### src/rtl/irq_pkg.sv
package irq_pkg;
    typedef enum logic [1:0] {
        RQ_IDLE = 2'd0,
        RQ_INT  = 2'd1,
        RQ_MCP  = 2'd2,
        RQ_BOTH = 2'd3
    } req_state_t;
endpackage

### src/rtl/irq_pend_reg.sv
module irq_pend_reg #(
    parameter int NSRC = 37
) (
    input  logic            clk_i,
    input  logic            rst_i,
    input  logic [NSRC-1:0] evt_i,
    input  logic [NSRC-1:0] clr_i,
    input  logic            mask_we_i,
    input  logic [NSRC-1:0] mask_wdata_i,
    output logic [NSRC-1:0] pend_o,
    output logic [NSRC-1:0] mask_o
);
    logic [NSRC-1:0] pend_q;
    logic [NSRC-1:0] mask_q;

    // a new event has priority over a clear strobe in the same cycle
    always_ff @(posedge clk_i) begin
        if (rst_i) begin
            pend_q <= '0;
            mask_q <= '0;
        end else begin
            pend_q <= (pend_q & ~clr_i) | evt_i;
            if (mask_we_i) begin
                mask_q <= mask_wdata_i;
            end
        end
    end

    assign pend_o = pend_q;
    assign mask_o = mask_q;
endmodule

### src/rtl/irq_prio_sel.sv
module irq_prio_sel #(
    parameter int              NSRC     = 37,
    parameter int              NGRP     = 3,
    parameter int              GRP_BASE = 8,
    parameter int              GRP_SIZE = 8,
    parameter int              VW       = 6,
    parameter logic [NSRC-1:0] MC_SET   = 37'h1F,
    localparam int             GW       = $clog2(NGRP),
    localparam int             OW       = NGRP * GW
) (
    input  logic            clk_i,
    input  logic            rst_i,
    input  logic [NSRC-1:0] pend_i,
    input  logic [NSRC-1:0] mask_i,
    input  logic            cfg_we_i,
    input  logic [OW-1:0]   cfg_order_i,
    input  logic            cfg_promo_en_i,
    input  logic [VW-1:0]   cfg_promo_id_i,
    output logic [VW-1:0]   win_vec_o,
    output logic            int_req_o,
    output logic            mcp_req_o
);
    localparam int SW       = $clog2(NSRC);
    localparam int BAND_END = GRP_BASE + NGRP * GRP_SIZE;

    logic [OW-1:0] order_q;
    logic          promo_en_q;
    logic [VW-1:0] promo_id_q;

    // default order: slot i holds group i
    function automatic logic [OW-1:0] default_order();
        logic [OW-1:0] v;
        v = '0;
        for (int i = 0; i < NGRP; i++) begin
            v[i*GW +: GW] = GW'(i);
        end
        return v;
    endfunction

    always_ff @(posedge clk_i) begin
        if (rst_i) begin
            order_q    <= default_order();
            promo_en_q <= 1'b0;
            promo_id_q <= '0;
        end else if (cfg_we_i) begin
            order_q    <= cfg_order_i;
            promo_en_q <= cfg_promo_en_i;
            promo_id_q <= cfg_promo_id_i;
        end
    end

    logic [NSRC-1:0] cand;
    assign cand      = pend_i & mask_i & ~MC_SET;
    assign int_req_o = |cand;
    assign mcp_req_o = |(pend_i & MC_SET);

    // validate the order field; an illegal field falls back to the default
    logic          order_ok;
    logic [GW-1:0] gsel [NGRP];

    always_comb begin
        order_ok = 1'b1;
        for (int i = 0; i < NGRP; i++) begin
            if (int'(order_q[i*GW +: GW]) >= NGRP) begin
                order_ok = 1'b0;
            end
            for (int j = 0; j < i; j++) begin
                if (order_q[i*GW +: GW] == order_q[j*GW +: GW]) begin
                    order_ok = 1'b0;
                end
            end
        end
        for (int i = 0; i < NGRP; i++) begin
            gsel[i] = order_ok ? order_q[i*GW +: GW] : GW'(i);
        end
    end

    // rank r of the chain is served by source map_idx[r]
    logic [SW-1:0]   map_idx [NSRC];
    logic [NSRC-1:0] ranked;

    for (genvar r = 0; r < NSRC; r++) begin : g_rank
        if (r >= GRP_BASE && r < BAND_END) begin : g_band
            localparam int SLOT = (r - GRP_BASE) / GRP_SIZE;
            localparam int OFS  = (r - GRP_BASE) % GRP_SIZE;
            always_comb begin
                map_idx[r] = SW'(GRP_BASE + int'(gsel[SLOT]) * GRP_SIZE + OFS);
            end
        end else begin : g_fixed
            always_comb begin
                map_idx[r] = SW'(r);
            end
        end
        assign ranked[r] = cand[map_idx[r]];
    end

    logic          chain_found;
    logic [SW-1:0] chain_idx;

    always_comb begin
        chain_found = 1'b0;
        chain_idx   = '0;
        for (int r = NSRC - 1; r >= 0; r--) begin
            if (ranked[r]) begin
                chain_found = 1'b1;
                chain_idx   = map_idx[r];
            end
        end
    end

    logic          promo_hit;
    logic [SW-1:0] promo_idx;

    assign promo_idx = promo_id_q[SW-1:0];
    assign promo_hit = promo_en_q && (int'(promo_id_q) < NSRC) && cand[promo_idx];

    always_comb begin
        if (promo_hit) begin
            win_vec_o = VW'(promo_idx) + VW'(1);
        end else if (chain_found) begin
            win_vec_o = VW'(chain_idx) + VW'(1);
        end else begin
            win_vec_o = '0;
        end
    end
endmodule

### src/rtl/irq_route.sv
module irq_route
    import irq_pkg::*;
#(
    parameter int VW = 6
) (
    input  logic          clk_i,
    input  logic          rst_i,
    input  logic          int_req_i,
    input  logic          mcp_req_i,
    input  logic          core_en_i,
    input  logic [VW-1:0] win_vec_i,
    output logic [VW-1:0] vec_o,
    output logic          core_int_o,
    output logic          core_mcp_o,
    output logic          ext_int_o,
    output logic          ext_nmi_o
);
    req_state_t    state_q;
    req_state_t    state_d;
    logic          core_en_q;
    logic [VW-1:0] vec_q;

    always_comb begin
        unique case ({mcp_req_i, int_req_i})
            2'b00: state_d = RQ_IDLE;
            2'b01: state_d = RQ_INT;
            2'b10: state_d = RQ_MCP;
            2'b11: state_d = RQ_BOTH;
            default: state_d = RQ_IDLE;
        endcase
    end

    always_ff @(posedge clk_i) begin
        if (rst_i) begin
            state_q   <= RQ_IDLE;
            core_en_q <= 1'b1;
            vec_q     <= '0;
        end else begin
            state_q   <= state_d;
            core_en_q <= core_en_i;
            vec_q     <= win_vec_i;
        end
    end

    logic int_act;
    logic mcp_act;

    always_comb begin
        unique case (state_q)
            RQ_IDLE: begin int_act = 1'b0; mcp_act = 1'b0; end
            RQ_INT:  begin int_act = 1'b1; mcp_act = 1'b0; end
            RQ_MCP:  begin int_act = 1'b0; mcp_act = 1'b1; end
            RQ_BOTH: begin int_act = 1'b1; mcp_act = 1'b1; end
            default: begin int_act = 1'b0; mcp_act = 1'b0; end
        endcase
        core_int_o = int_act & core_en_q;
        core_mcp_o = mcp_act & core_en_q;
        ext_int_o  = int_act & ~core_en_q;
        ext_nmi_o  = mcp_act & ~core_en_q;
    end

    assign vec_o = vec_q;
endmodule

### src/rtl/irq_ctrl_top.sv
module irq_ctrl_top #(
    parameter int              NSRC     = 37,
    parameter int              NGRP     = 3,
    parameter int              GRP_BASE = 8,
    parameter int              GRP_SIZE = 8,
    parameter int              VW       = 6,
    parameter logic [NSRC-1:0] MC_SET   = 37'h1F,
    localparam int             GW       = $clog2(NGRP),
    localparam int             OW       = NGRP * GW
) (
    input  logic            clk_i,
    input  logic            rst_i,
    input  logic [NSRC-1:0] src_i,
    input  logic [NSRC-1:0] pend_clr_i,
    input  logic            mask_we_i,
    input  logic [NSRC-1:0] mask_wdata_i,
    input  logic            cfg_we_i,
    input  logic [OW-1:0]   cfg_order_i,
    input  logic            cfg_promo_en_i,
    input  logic [VW-1:0]   cfg_promo_id_i,
    input  logic            core_en_i,
    output logic [NSRC-1:0] pend_o,
    output logic [VW-1:0]   vec_o,
    output logic            core_int_o,
    output logic            core_mcp_o,
    output logic            ext_int_o,
    output logic            ext_nmi_o
);
    logic [NSRC-1:0] pend_w;
    logic [NSRC-1:0] mask_w;
    logic [VW-1:0]   win_vec_w;
    logic            int_req_w;
    logic            mcp_req_w;

    irq_pend_reg #(.NSRC(NSRC)) u_pend (
        .clk_i       (clk_i),
        .rst_i       (rst_i),
        .evt_i       (src_i),
        .clr_i       (pend_clr_i),
        .mask_we_i   (mask_we_i),
        .mask_wdata_i(mask_wdata_i),
        .pend_o      (pend_w),
        .mask_o      (mask_w)
    );

    irq_prio_sel #(
        .NSRC(NSRC), .NGRP(NGRP), .GRP_BASE(GRP_BASE),
        .GRP_SIZE(GRP_SIZE), .VW(VW), .MC_SET(MC_SET)
    ) u_sel (
        .clk_i         (clk_i),
        .rst_i         (rst_i),
        .pend_i        (pend_w),
        .mask_i        (mask_w),
        .cfg_we_i      (cfg_we_i),
        .cfg_order_i   (cfg_order_i),
        .cfg_promo_en_i(cfg_promo_en_i),
        .cfg_promo_id_i(cfg_promo_id_i),
        .win_vec_o     (win_vec_w),
        .int_req_o     (int_req_w),
        .mcp_req_o     (mcp_req_w)
    );

    irq_route #(.VW(VW)) u_route (
        .clk_i     (clk_i),
        .rst_i     (rst_i),
        .int_req_i (int_req_w),
        .mcp_req_i (mcp_req_w),
        .core_en_i (core_en_i),
        .win_vec_i (win_vec_w),
        .vec_o     (vec_o),
        .core_int_o(core_int_o),
        .core_mcp_o(core_mcp_o),
        .ext_int_o (ext_int_o),
        .ext_nmi_o (ext_nmi_o)
    );

    assign pend_o = pend_w;
endmodule

### config.mk
export PLATFORM = sky130hd
export DESIGN_NAME = irq_ctrl_top
export DESIGN_NICKNAME = d
export VERILOG_FILES = /design/src/rtl/irq_pkg.sv /design/src/rtl/irq_pend_reg.sv /design/src/rtl/irq_prio_sel.sv /design/src/rtl/irq_route.sv /design/src/rtl/irq_ctrl_top.sv
export SDC_FILE = /design/constraint.sdc
export NUM_CORES = 1
export LEC_CHECK = 0
export ABC_AREA = 1
export ABC_CLOCK_PERIOD_IN_PS = 5400
export BUFFER_PORTS_ARGS = -buffer_cell sky130_fd_sc_hd__clkbuf_2
export CORE_UTILIZATION = 54
export CTS_BUF_LIST = sky130_fd_sc_hd__clkbuf_4 sky130_fd_sc_hd__clkbuf_8
export CTS_CLUSTER_DIAMETER = 100
export DETAILED_ROUTE_END_ITERATION = 6
export PLACE_DENSITY = 0.81
export SLEW_MARGIN = 20
export SYNTH_ARGS = -nofsm -noshare
export SYNTH_HDL_FRONTEND = slang
export SYNTH_HIERARCHICAL = 1
export SYNTH_SLANG_ARGS = --single-unit
### constraint.sdc
create_clock -name clk_i -period 5.4 [get_ports clk_i]
set_clock_uncertainty 0.1 [all_clocks]
set_input_delay 0.27 -clock clk_i [delete_from_list [all_inputs] [get_ports clk_i]]
set_output_delay 0.27 -clock clk_i [all_outputs]
set_load 0.01 [all_outputs]
# Word level (Yosys, flattened, before mapping)
# Cells that the tools add are included.
# classes
n_bitwise,9
reduce_logical,10
eq_ne,9
order_cmp,29
addsub,26
mux,128
# op_table
cell,n
6-bit 2-to-1 mux,34
"6-bit by 7-bit less-than comparator with 1-bit output, second input constant",25
1-bit binary-select mux with 6-bit select,25
37-bit bitwise AND,2
"6-bit by 4-bit adder with 6-bit output, second input constant",12
1-bit 2-to-1 mux,63
37-bit NOT,1
37-bit OR,1
"6-bit by 3-bit adder with 6-bit output, second input constant",6
32-bit OR reduction,1
"4-bit by 5-bit adder with 6-bit output, first input constant",3
"6-bit by 2-bit adder with 6-bit output, second input constant",3
"6-bit by 1-bit adder with 6-bit output, second input constant",2
"2-bit equality test, second input constant",4
2-bit case mux with 4 select lines,1
2-bit OR reduction,4
2-bit equality test,3
"2-bit greater-or-equal comparator, second input constant",3
"6-bit less-than comparator, second input constant",1
2-bit 2-to-1 mux,3
5-bit OR reduction,1
1-bit bitwise AND,4
"2-bit by 1-bit equality test with 1-bit output, second input constant",2
2-bit logical NOT,2
other kinds (3),5
# word_totals
reg_bits,96
input_bits,129

# Longest topological paths before layout
# Gate-level depths: netlist of the first run.
# logic_depth
word_depth,42
depth_mapped,44
depth_no_buf,44

# Hierarchy
# The synthesis of the first run kept the hierarchy.
# by_module_without_submodules
module,seq_area_each_um2,area_each_um2,cells_each,n_inst
irq_prio_sel,260.2,2825.2,509,1
irq_pend_reg,1481.4,2705.1,349,1
irq_route,180.2,292.8,37,1

# Worst setup path after synthesis of the first run
# OpenSTA, ideal clock, no wires.
# synth_path
kind,register to register
start,register u_sel.order_q[4]
end,register u_route.vec_q[4] (netlist: u_route/vec_o[4])
path_stages_with_launch,39
period_less_slack_ns,4.052
slack_ns,1.348
required_ns,5.189
t_arrival_ns,3.840
cell_sequence,dfxtp_1 -> inv_2 -> nand2_2 -> nand2_2 -> nand2_1 -> nand2_2 -> nor2_8 -> nand2_4 -> buf_6 -> buf_6 -> ha_1 -> clkbuf_1 -> buf_2 -> nor4_1 -> a31oi_4 -> nand2_1 -> nand2_1 -> nand2_1 -> [3 not listed] -> nand2_1 -> nand2_1 -> nand2_1 -> nand2_1 -> nand2_1 -> nand2_1 -> nand2_2 -> nand2_1 -> nand2_2 -> ha_1 -> inv_1 -> nor2_1 -> nand2_1 -> xor2_1 -> nand2_1 -> o21ai_0 -> inv_1 -> nor2_1
# synth_via
elab_chain_cells,39
# synth_lines
item,line,text
"start, declared",irq_prio_sel.sv:26,logic [OW-1:0] order_q;
"start signal, assigned",irq_prio_sel.sv:42,order_q <= default_order();
"start signal, assigned",irq_prio_sel.sv:46,order_q <= cfg_order_i;
2-bit greater-or-equal comparator,irq_prio_sel.sv:64,if (int'(order_q[i*GW +: GW]) >= NGRP) begin
1-bit 2-to-1 mux,irq_prio_sel.sv:64,
1-bit 2-to-1 mux (2 in series),irq_prio_sel.sv:68,if (order_q[i*GW +: GW] == order_q[j*GW +: GW]) begin
2-bit 2-to-1 mux,irq_prio_sel.sv:74,gsel[i] = order_ok ? order_q[i*GW +: GW] : GW'(i);
4-bit by 5-bit adder with 6-bit output,irq_prio_sel.sv:87,map_idx[r] = SW'(GRP_BASE + int'(gsel[SLOT]) * GRP_SIZE + OFS);
6-bit by 4-bit adder with 6-bit output,irq_prio_sel.sv:87,
1-bit binary-select mux with 6-bit select,irq_prio_sel.sv:94,assign ranked[r] = cand[map_idx[r]];
1-bit 2-to-1 mux (not written as such),irq_prio_sel.sv:94,
6-bit 2-to-1 mux (27 in series),irq_prio_sel.sv:104,if (ranked[r]) begin
6-bit by 1-bit adder with 6-bit output,irq_prio_sel.sv:121,win_vec_o = VW'(chain_idx) + VW'(1);
6-bit 2-to-1 mux *,irq_prio_sel.sv:120,end else if (chain_found) begin
6-bit 2-to-1 mux *,irq_prio_sel.sv:118,if (promo_hit) begin
via win_vec_w[4],irq_ctrl_top.sv:31,logic [VW-1:0] win_vec_w;
"end signal, assigned",irq_route.sv:41,vec_q <= win_vec_i;
"end, declared",irq_route.sv:21,logic [VW-1:0] vec_q;
# Mark *: on every way through the listed nets, which the timed path passes. The rest lies on a longest branch. The select of a mux whose other input is x is not followed.
# A chain may end at the register's enable or synchronous reset.

# Worst setup path in the final report of the first run
# Same ends and word-level chain as after synthesis.

==> flow_metrics.tcl, run 1 <==
set metrics [dict create \
    max_freq_mhz 220 \
    status "completed" \
    worst_path_clk_slew_ns 0.10 \
    finalMaxSlewViolations 0 \
    worstSetupStartpoint "u_sel/order_q[4]$_SDFFE_PP0P_" \
    drive_gt1_share_pct 23.3 \
    worstRegToRegCells 39 \
    buffer_ports.inserted 170 \
    antenna-diode-count 0 \
    wl_mm 16.5 \
    fin_setup_tns_ns 0 \
    worstPathMaxFanout 22 \
    synth_nets 1009 \
    worst_hold_slack_ns 0.0172 \
    grt_max_degree 51 \
    die_area_mm2 0.0109 \
    count_of_synthesis_stage_warnings_from_yosys 6 \
    pwr_density_cell_mw_per_mm2 283 \
    routabilityCongestion 1.02 \
    synth.cell_area_mm2 0.00566 \
    data_arrival_time_of_the_critical_path_ns 4.66 \
    numClockSinks 91 \
    drc 0 \
    post_cts_buffers 0 \
    clock_tree.htree_level_count 3 \
    clock_latency_of_the_later_clocked_register_in_the_worst_skew_pair_ns 0.36 \
    critPathCaptureType "register" \
    worst_r2r_endpoint "u_route/vec_o[4]$_SDFF_PP0_" \
    rr_startpoint "u_sel/order_q[4]$_SDFFE_PP0P_" \
    avgViaCountPerCell 5.19 \
    synthesis.instances 875 \
    start_util_pct 55.3 \
    p_leak_nw 3.78 \
    cts-root-to-sink-buffers 2 \
    drt-wirelength-per-cell_um 14.0 \
    detail_route.first_pass.iterations 5 \
    post_cts.resized_instances 0 \
    grt-ovfl-total 0 \
    cp-start-kind "register" \
    hold_path_class "in -> reg" \
    min_period_over_period_pct 84.0 \
    rows 37 \
    antenna_found_initial 0 \
    cpMaxStageDelayCell "dfxtp_1" \
    clock_tree_from_tritoncts "built" \
    clk_root_buffer_cell "clkbuf_8" \
    worstSetupPathType "reg -> reg" \
    chipWidth_um 104 \
    drv.max_cap_violation_count 0 \
    post-dp-hpwl_mm 12.9 \
    number_of_global_route_vias_before_repair 5715 \
    max_slew.worst_pin.slew_ns 0.658 \
    finalHoldViolCount 0 \
    rsz0062_at_grt "no" \
    dr_total_vias 6088 \
    critical-path-top-cell-by-count "nand2_1" \
    die_height_um 104 \
    floorplan.core_area_mm2 0.0102 \
    grt_pass1_wl_mm 27.1 \
    avgSynthCellArea_um2 6.47 \
    timing.critical_path.required_ns 5.52 \
    count_of_fill_cells_added_during_filler_insertion 1013 \
    cp_slowest_stage_delay_ns 0.48 \
    power.ir.vdd_worst_uv 153 \
    post-route-min-period_ns 4.54 \
    layout.nets 1166 \
    cts_buffers 9 \
    worst_slew_margin_rel_pct 56.1 \
    reg2reg_setup_slack_ns 0.86 \
    ant_nets 0 \
    setup_violations 0 \
    areaGrowthSynthToFinish_pct 18.3 \
    timing.critical_path.to "u_route/vec_o[4]$_SDFF_PP0_" \
    detailedRoute.firstIterationViolations 467 \
    ios 176 \
    groute.usage.overall_pct 31.1 \
]
==> layer usage <==
layer,track usage [%],part of all wire (%)
met1,41.6,44
met2,49.3,45
met3,5.89,7.9
met4,11.6,2.5
met5,0,0
==> cell usage in the layout (no fill, tap or decap), types with 6 or more instances in the layout <==
cell and count:
nand2_1 189, nor3_1 7, inv_2 7, a21oi_1 77, nand3_1 24, o21ai_1 32, nand4_1 8, inv_1 152
nor4_1 6, nor2_2 7, dfxtp_1 91, nand2_2 7, clkbuf_8 9, o21ai_0 60, clkbuf_2 170, nor2_1 105
o22ai_1 6
==> layout make-up <==
| class | count | area, µm² | share of cell area (%) |
|---|---|---|---|
| multi-input cells | 592 | 2980 | 44.4 |
| well taps | 136 | 170 | 2.54 |
| clock buffers | 9 | 124 | 1.85 |
| clock inverters | 6 | 96.3 | 1.44 |
| flip-flops and latches | 91 | 1820 | 27.2 |
| inverters | 165 | 634 | 9.47 |
| repair buffers | 173 | 876 | 13.1 |
==> where the power goes <==
group	internal [mW]	total (mW)	switching (mW)	leakage, nW
registers	0.729	0.765	0.0361	0.759
logic	0.234	0.612	0.378	2.91
clock network	0.265	0.520	0.255	0.108
total	1.23	1.90	0.669	3.78
==> state kept, by name, indices dropped and copies added (netlist names) <==
name               count
u_pend/pend_o         37
u_pend/mask_o         32
u_route/vec_o          6
u_sel/order_q          6
u_sel/promo_id_q       6
u_route/state_q        2
u_route/core_en_q      1
u_sel/promo_en_q       1
==> worst max-delay path: cells and delay by family, from the launching register on <==
| family | cells | cell delay, ns |
|---|---|---|
| XOR/XNOR | 1 | 0.15 |
| flip-flops | 1 | 0.48 |
| buffers and inverters | 4 | 0.41 |
| AO/OA/AOI/OAI | 4 | 0.58 |
| adder cells (fa/ha/maj) | 2 | 0.54 |
| AND/OR/NAND/NOR | 28 | 2.13 |
==> repair_timing <==
action	4_1_cts	5_1_grt
endpoints found under the setup margin	0	0
hold buffers	1	0
endpoints found under the hold margin	1	0
==> worst min-delay path by stage <==
stage              start                            to  cells after the start
6_report        src_i[0]   u_pend/pend_o[0]$_SDFF_PP0_                      3
5_1_grt         src_i[2]   u_pend/pend_o[2]$_SDFF_PP0_                      3
4_1_cts        src_i[25]  u_pend/pend_o[25]$_SDFF_PP0_                      3
3_5_place_dp   core_en_i  u_route/core_en_q$_SDFF_PP1_                      3
3_3_place_gp   core_en_i  u_route/core_en_q$_SDFF_PP1_                      3
2_1_floorplan  core_en_i  u_route/core_en_q$_SDFF_PP1_                      2
==> through the flow <==
stage                     util [%]  cells  worst slack [ns]  cell area (µm²)  total power, mW
after floorplan                  -    875              1.35             5660             1.21
after global placement        63.2   1156              1.08             6470             1.37
after detailed placement      63.2   1156             0.997             6470             1.38
after CTS                     65.5   1172             0.971             6700             1.90
after global routing          65.5   1172             0.430             6700             2.02
final                         65.5   1172             0.862             6700             1.90
(Power assumes the default switching activity.)
==> inputs of run 2 (changes only) <==
--- a/config.mk
+++ b/config.mk
@@ -6,13 +6,13 @@
 export NUM_CORES = 1
 export LEC_CHECK = 0
 export ABC_AREA = 1
-export ABC_CLOCK_PERIOD_IN_PS = 5400
+export ABC_CLOCK_PERIOD_IN_PS = 3800
 export BUFFER_PORTS_ARGS = -buffer_cell sky130_fd_sc_hd__clkbuf_2
-export CORE_UTILIZATION = 54
+export CORE_UTILIZATION = 49
 export CTS_BUF_LIST = sky130_fd_sc_hd__clkbuf_4 sky130_fd_sc_hd__clkbuf_8
 export CTS_CLUSTER_DIAMETER = 100
 export DETAILED_ROUTE_END_ITERATION = 6
-export PLACE_DENSITY = 0.81
+export PLACE_DENSITY = 0.78
 export SLEW_MARGIN = 20
 export SYNTH_ARGS = -nofsm -noshare
 export SYNTH_HDL_FRONTEND = slang
==> constraint.sdc (replaced) <==
create_clock -name clk_i -period 3.8 [get_ports clk_i]
set_clock_uncertainty 0.1 [all_clocks]
set_input_delay 0.19 -clock clk_i [delete_from_list [all_inputs] [get_ports clk_i]]
set_output_delay 0.19 -clock clk_i [all_outputs]
set_load 0.01 [all_outputs]
==> run 2 against run 1 <==
Effect of this change: the flow now finishes with violations (DRC, setup timing); critical endpoint unchanged; setup slack worse by 0.87 ns; largest power group is now combinational logic; critical path type unchanged; sequential share of layout area is 5.9 points lower; non-clock buffer count increased by 174; via count up 23%; sequential power is 42% higher; die area rose by 10%; core utilization increased by 13 points.
==> flow_metrics.tcl, run 2 (same netlist as run 1, synthesis figures left out) <==
set metrics [dict create \
    worstSetupPathType "reg -> reg" \
    die_height_um 109 \
    dr_total_vias 7469 \
    cts-root-to-sink-buffers 2 \
    cts_buffers 9 \
    avgViaCountPerCell 5.52 \
    layout.nets 1341 \
    pwr_density_cell_mw_per_mm2 349 \
    largest_reg_flops 37 \
    routabilityCongestion 1.04 \
    cp-start-kind "register" \
    power.ir.vdd_worst_uv 373 \
    finalCoreUtilization_pct 78.3 \
    timing.critical_path.required_ns 4.04 \
    cpMaxStageDelayCell "dfxtp_4" \
    worst_r2r_endpoint "u_route/vec_o[4]$_SDFF_PP0_" \
    grt.met3_usage_pct 9.31 \
    reg2reg_setup_slack_ns -0.008 \
    wl_mm 22.9 \
    areaGrowthSynthToFinish_pct 52.7 \
    detailedRoute.firstIterationViolations 856 \
    max_freq_mhz 263 \
    clock_latency_of_the_later_clocked_register_in_the_worst_skew_pair_ns 0.39 \
    grt_busiest_layer "met2" \
    rows 38 \
    placedCellCount 1192 \
    finalMaxSlewViolations 0 \
    worst_slew_margin_rel_pct 53.2 \
    drc 10 \
    final_cell_area_mm2 0.00864 \
    grt-ovfl-total 0 \
    failed_checks "DRC, setup timing" \
    timing.critical_path.to "u_route/vec_o[4]$_SDFF_PP0_" \
    status "complete, but fails checks" \
    worst_path_clk_slew_ns 0.10 \
    drv.max_cap_violation_count 0 \
    worstSetupStartpoint "u_sel/order_q[3]$_SDFFE_PP0P_" \
    max_slew.worst_pin.slew_ns 0.702 \
    numClockSinks 91 \
    min_period_over_period_pct 100 \
    setup_slack_ns -0.00834 \
    commonest_cells_after_routing_fill_and_taps_aside "176 x nand2_1, 170 x clkbuf_2, 144 x inv_1" \
    final_non_filler_cell_total 1352 \
    drive_gt1_share_pct 29.5 \
    critPathCaptureType "register" \
    floorplan.core_area_mm2 0.0110 \
    start_util_pct 51.3 \
    post-dp-hpwl_mm 13.8 \
    count_of_fill_cells_added_during_filler_insertion 730 \
    ant_nets 0 \
    antenna_found_initial 0 \
    worst_hold_slack_ns 0.0250 \
    rr_startpoint "u_sel/order_q[3]$_SDFFE_PP0P_" \
    clk_root_buffer_cell "clkbuf_8" \
    critical-path-top-cell-by-count "nand2_1" \
    worstRegToRegCells 40 \
    buffer_ports.inserted 170 \
    global_route.usage.met2_pct 64.6 \
    finalHoldViolCount 0 \
    number_of_global_route_vias_before_repair 6976 \
    final_common_cell "nand2_1" \
    worstPathMaxFanout 7 \
    drt-wirelength-per-cell_um 16.9 \
    hold_path_class "in -> reg" \
    antenna-diode-count 0 \
    fin_setup_tns_ns -0.00834 \
    grt_max_degree 37 \
    area_of_placed_instances_mm2 0.00676 \
    rsz0062_at_grt "yes" \
    chipWidth_um 109 \
    clock_tree.htree_level_count 3 \
    total_chip_power_mw 3.02 \
    grtUsageMet1_pct 42.6 \
    setup_violations 1 \
    grt_pass1_wl_mm 33.4 \
    p_leak_nw 4.63 \
    cp_slowest_stage_delay_ns 0.41 \
    groute.usage.overall_pct 36.8 \
    detail_route.first_pass.iterations 7 \
    data_arrival_time_of_the_critical_path_ns 4.04 \
    die_area_mm2 0.0120 \
    ios 176 \
    post-route-min-period_ns 3.81 \
    preCtsSetupSlack_ns 0.0323 \
    clock_tree_from_tritoncts "built" \
]
[run 2: changes by cell type in the layout (fill, tap and decap cells not counted), sizes merged]
cell	delta
clkinv	-1
nand3	+1
buf	+55
clkbuf	+1
bufinv	-1
dlygate4sd3	+119
clkinvlp	+2
[run 2: metal layers]
layer	part of all wire [%]	up-vias	wire length [µm]
met5	0	-	0
met4	3.9	0	888
met3	10	97	2330
met2	49	485	11300
met1	37	3416	8390
li1	-	3471	-
[run 2: critical path: cells and delay by family (launching register included)]
family                     cells  cell delay [ns]
DFF                            1             0.41
AOI/OAI and AO/OA              4             0.43
xor gates and xnor gates       1             0.17
buffers and inverters          4             0.23
adders and majority gates      2             0.53
and+or+nand+nor               29             1.89
[run 2: area by class of cell]
class / count / area, µm² / area share (%)
Clock inverter: 6 / 71.3 / 0.825
Clock buffer: 10 / 131 / 1.52
Inverter: 165 / 662 / 7.66
Tap cell: 140 / 175 / 2.03
Sequential cell: 91 / 1840 / 21.3
Timing Repair Buffer: 347 / 2490 / 28.9
Multi-Input combinational cell: 593 / 3270 / 37.8
[run 2: worst min path at each step]
stage,from,end,cells past startpoint
after floorplan,core_en_i,u_route/core_en_q$_SDFF_PP1_,2
after global placement,core_en_i,u_route/core_en_q$_SDFF_PP1_,3
after detailed placement,core_en_i,u_route/core_en_q$_SDFF_PP1_,3
after CTS,cfg_promo_id_i[4],u_sel/promo_id_q[4]$_SDFFE_PP0P_,3
after global routing,cfg_promo_id_i[4],u_sel/promo_id_q[4]$_SDFFE_PP0P_,3
final,cfg_promo_id_i[4],u_sel/promo_id_q[4]$_SDFFE_PP0P_,3
[run 2: power by group]
| part | switching (mW) | internal (mW) |
|---|---|---|
| Clock | 0.381 | 0.320 |
| Combinational | 0.672 | 0.551 |
| Sequential | 0.0568 | 1.04 |
| Total | 1.11 | 1.91 |
[run 2: repair_timing]
action                                 4_1_cts  5_1_grt
endpoints found under the hold margin       80        0
buffers inserted                             0       24
hold buffers                               120        0
gates resized for setup                      0       89
setup endpoints to repair                    0        6
==> inputs of run 3 (changes only) <==
--- a/config.mk
+++ b/config.mk
@@ -6,13 +6,13 @@
 export NUM_CORES = 1
 export LEC_CHECK = 0
 export ABC_AREA = 1
-export ABC_CLOCK_PERIOD_IN_PS = 3800
+export ABC_CLOCK_PERIOD_IN_PS = 3700
 export BUFFER_PORTS_ARGS = -buffer_cell sky130_fd_sc_hd__clkbuf_2
-export CORE_UTILIZATION = 49
+export CORE_UTILIZATION = 54
 export CTS_BUF_LIST = sky130_fd_sc_hd__clkbuf_4 sky130_fd_sc_hd__clkbuf_8
 export CTS_CLUSTER_DIAMETER = 100
 export DETAILED_ROUTE_END_ITERATION = 6
-export PLACE_DENSITY = 0.78
+export PLACE_DENSITY = 0.81
 export SLEW_MARGIN = 20
 export SYNTH_ARGS = -nofsm -noshare
 export SYNTH_HDL_FRONTEND = slang
==> constraint.sdc (replaced) <==
create_clock -name clk_i -period 3.7 [get_ports clk_i]
set_clock_uncertainty 0.1 [all_clocks]
set_input_delay 0.185 -clock clk_i [delete_from_list [all_inputs] [get_ports clk_i]]
set_output_delay 0.185 -clock clk_i [all_outputs]
set_load 0.01 [all_outputs]
==> run 3 against run 2 <==
Effect of this change: the flow still finishes with violations (DRC, setup timing); combinational power barely moved; worst hold slack got worse by 0.015 ns; clock power fell by 4.1%; die area fell by 9.1%; final cell count fell by 1.3%; critical path type unchanged; largest power group unchanged.
==> flow_metrics.tcl, run 3 (same netlist as run 1, synthesis figures left out) <==
set metrics [dict create \
    status "complete, but fails checks" \
    failed_checks "DRC, setup timing" \
    setup_violations 2 \
    power.ir.vdd_worst_uv 234 \
    grt_pass1_wl_mm 36.3 \
    die_area_mm2 0.0109 \
    p_leak_nw 4.57 \
    drive_gt1_share_pct 28.3 \
    rsz0062_at_grt "yes" \
    wl_mm 23.6 \
    cp_slowest_stage_delay_ns 0.40 \
    cts-root-to-sink-buffers 2 \
    cts_buffers 9 \
    min_period_over_period_pct 102 \
    largest_reg_flops 37 \
    detail_route.first_pass.iterations 7 \
    dr_total_vias 7725 \
    routabilityCongestion 1.02 \
    ios 176 \
    clk_root_buffer_cell "clkbuf_8" \
    clock_tree_from_tritoncts "built" \
    areaGrowthSynthToFinish_pct 49.6 \
    rows 37 \
    post-route-min-period_ns 3.76 \
    die_height_um 104 \
    antenna_found_initial 0 \
    chipWidth_um 104 \
    drc 97 \
    worstSetupPathType "reg -> reg" \
    timing.critical_path.required_ns 3.85 \
    clock_tree.htree_level_count 3 \
    hold_path_class "in -> reg" \
    floorplan.core_area_mm2 0.0102 \
    finalHoldViolCount 0 \
    drv.max_cap_violation_count 0 \
    detailedRoute.firstIterationViolations 1240 \
    cp-start-kind "register" \
    pwr_density_cell_mw_per_mm2 358 \
    number_of_global_route_vias_before_repair 7535 \
    max_slew.worst_pin.slew_ns 0.761 \
    drt-wirelength-per-cell_um 17.7 \
    antenna-diode-count 0 \
    finalMaxSlewViolations 0 \
    clock_latency_of_the_later_clocked_register_in_the_worst_skew_pair_ns 0.38 \
    groute.usage.overall_pct 41.9 \
    final_common_cell "nand2_1" \
    critPathCaptureType "register" \
    layout.nets 1328 \
    numClockSinks 91 \
    worstPathMaxFanout 8 \
    grt_max_degree 38 \
    post-dp-hpwl_mm 13.4 \
    fin_setup_tns_ns -0.117 \
    worst_slew_margin_rel_pct 49.3 \
    data_arrival_time_of_the_critical_path_ns 3.91 \
    total_chip_power_mw 3.03 \
    commonest_cells_after_routing_fill_and_taps_aside "179 x nand2_1, 170 x clkbuf_2, 145 x inv_1" \
    preCtsSetupSlack_ns -0.0506 \
    ant_nets 0 \
    cpMaxStageDelayCell "dfxtp_4" \
    buffer_ports.inserted 170 \
    setup_slack_ns -0.0615 \
    grt-ovfl-total 0 \
    start_util_pct 55.3 \
    avgViaCountPerCell 5.79 \
    max_freq_mhz 266 \
    critical-path-top-cell-by-count "nand2_1" \
    worst_path_clk_slew_ns 0.09 \
]
[run 3: cell types whose count changed in the layout (fill, tap and decap cells not counted), sizes merged]
cell,previous run,this run
buf,57,52
bufinv,1,0
clkinv,3,4
clkinvlp,3,2
dlygate4sd3,120,112
inv,164,166
nand3,27,26
[run 3: area by class of cell]
cell class | count | area (µm²)
Multi-Input combinational cell | 592 | 3220
Timing Repair Buffer | 335 | 2400
Sequential cell | 91 | 1830
Fill cell | 575 | 1770
Inverter | 165 | 659
Tap cell | 136 | 170
Clock buffer | 9 | 124
Clock inverter | 7 | 62.6
[run 3: metrics by stage]
stage	util, %	area [µm²]	hold slack, ns	instances
floorplan	-	5730	0.170	875
global placement	66.6	6810	0.260	1193
detailed placement	66.6	6810	0.279	1193
CTS	79.7	8150	0.00369	1323
global route	82.7	8470	0.0131	1335
finish	82.7	8470	0.0103	1335
[run 3: power breakdown]
group	internal, mW	switching [mW]	total, mW
Clock	0.263	0.409	0.671
Sequential	1.06	0.0635	1.13
Combinational	0.545	0.686	1.23
[run 3: path summary, 6_finish.rpt]
kind                                   from                              to  slack, ns  cells after the start
max           u_sel/order_q[3]$_SDFFE_PP0P_     u_route/vec_o[4]$_SDFF_PP0_      -0.06                     37
min                          cfg_order_i[1]   u_sel/order_q[1]$_SDFFE_PP0P_       0.01                      3
max reg2reg   u_sel/order_q[3]$_SDFFE_PP0P_     u_route/vec_o[4]$_SDFF_PP0_      -0.06                     37
min reg2reg  u_pend/mask_o[29]$_SDFFE_PP0P_  u_pend/mask_o[29]$_SDFFE_PP0P_       0.42                      2
[run 3: per-layer routing]
metal,track usage (%),wire length (µm),up-vias
met5,0,0,-
met4,27.4,1770,0
met3,10.2,2750,203
met2,68.8,10800,642
met1,48.5,8270,3450
li1,-,-,3430
[run 3: repair_timing]
action | 4_1_cts | 5_1_grt
pin swaps | 4 | 28
gates resized for setup | 6 | 55
hold buffers | 112 | 0
setup endpoints to repair | 3 | 6
setup buffers | 2 | 11
endpoints found under the hold margin | 73 | 0
gates cloned | 0 | 1
[run 3: worst max-delay path: cells and delay by family (launching register included)]
kind	cells	cell delay, ns
DFF	1	0.40
and+or+nand+nor	24	1.59
xor gates and xnor gates	1	0.16
AOI/OAI and AO/OA	4	0.44
buffers and inverters	6	0.53
adders and majority gates	2	0.39
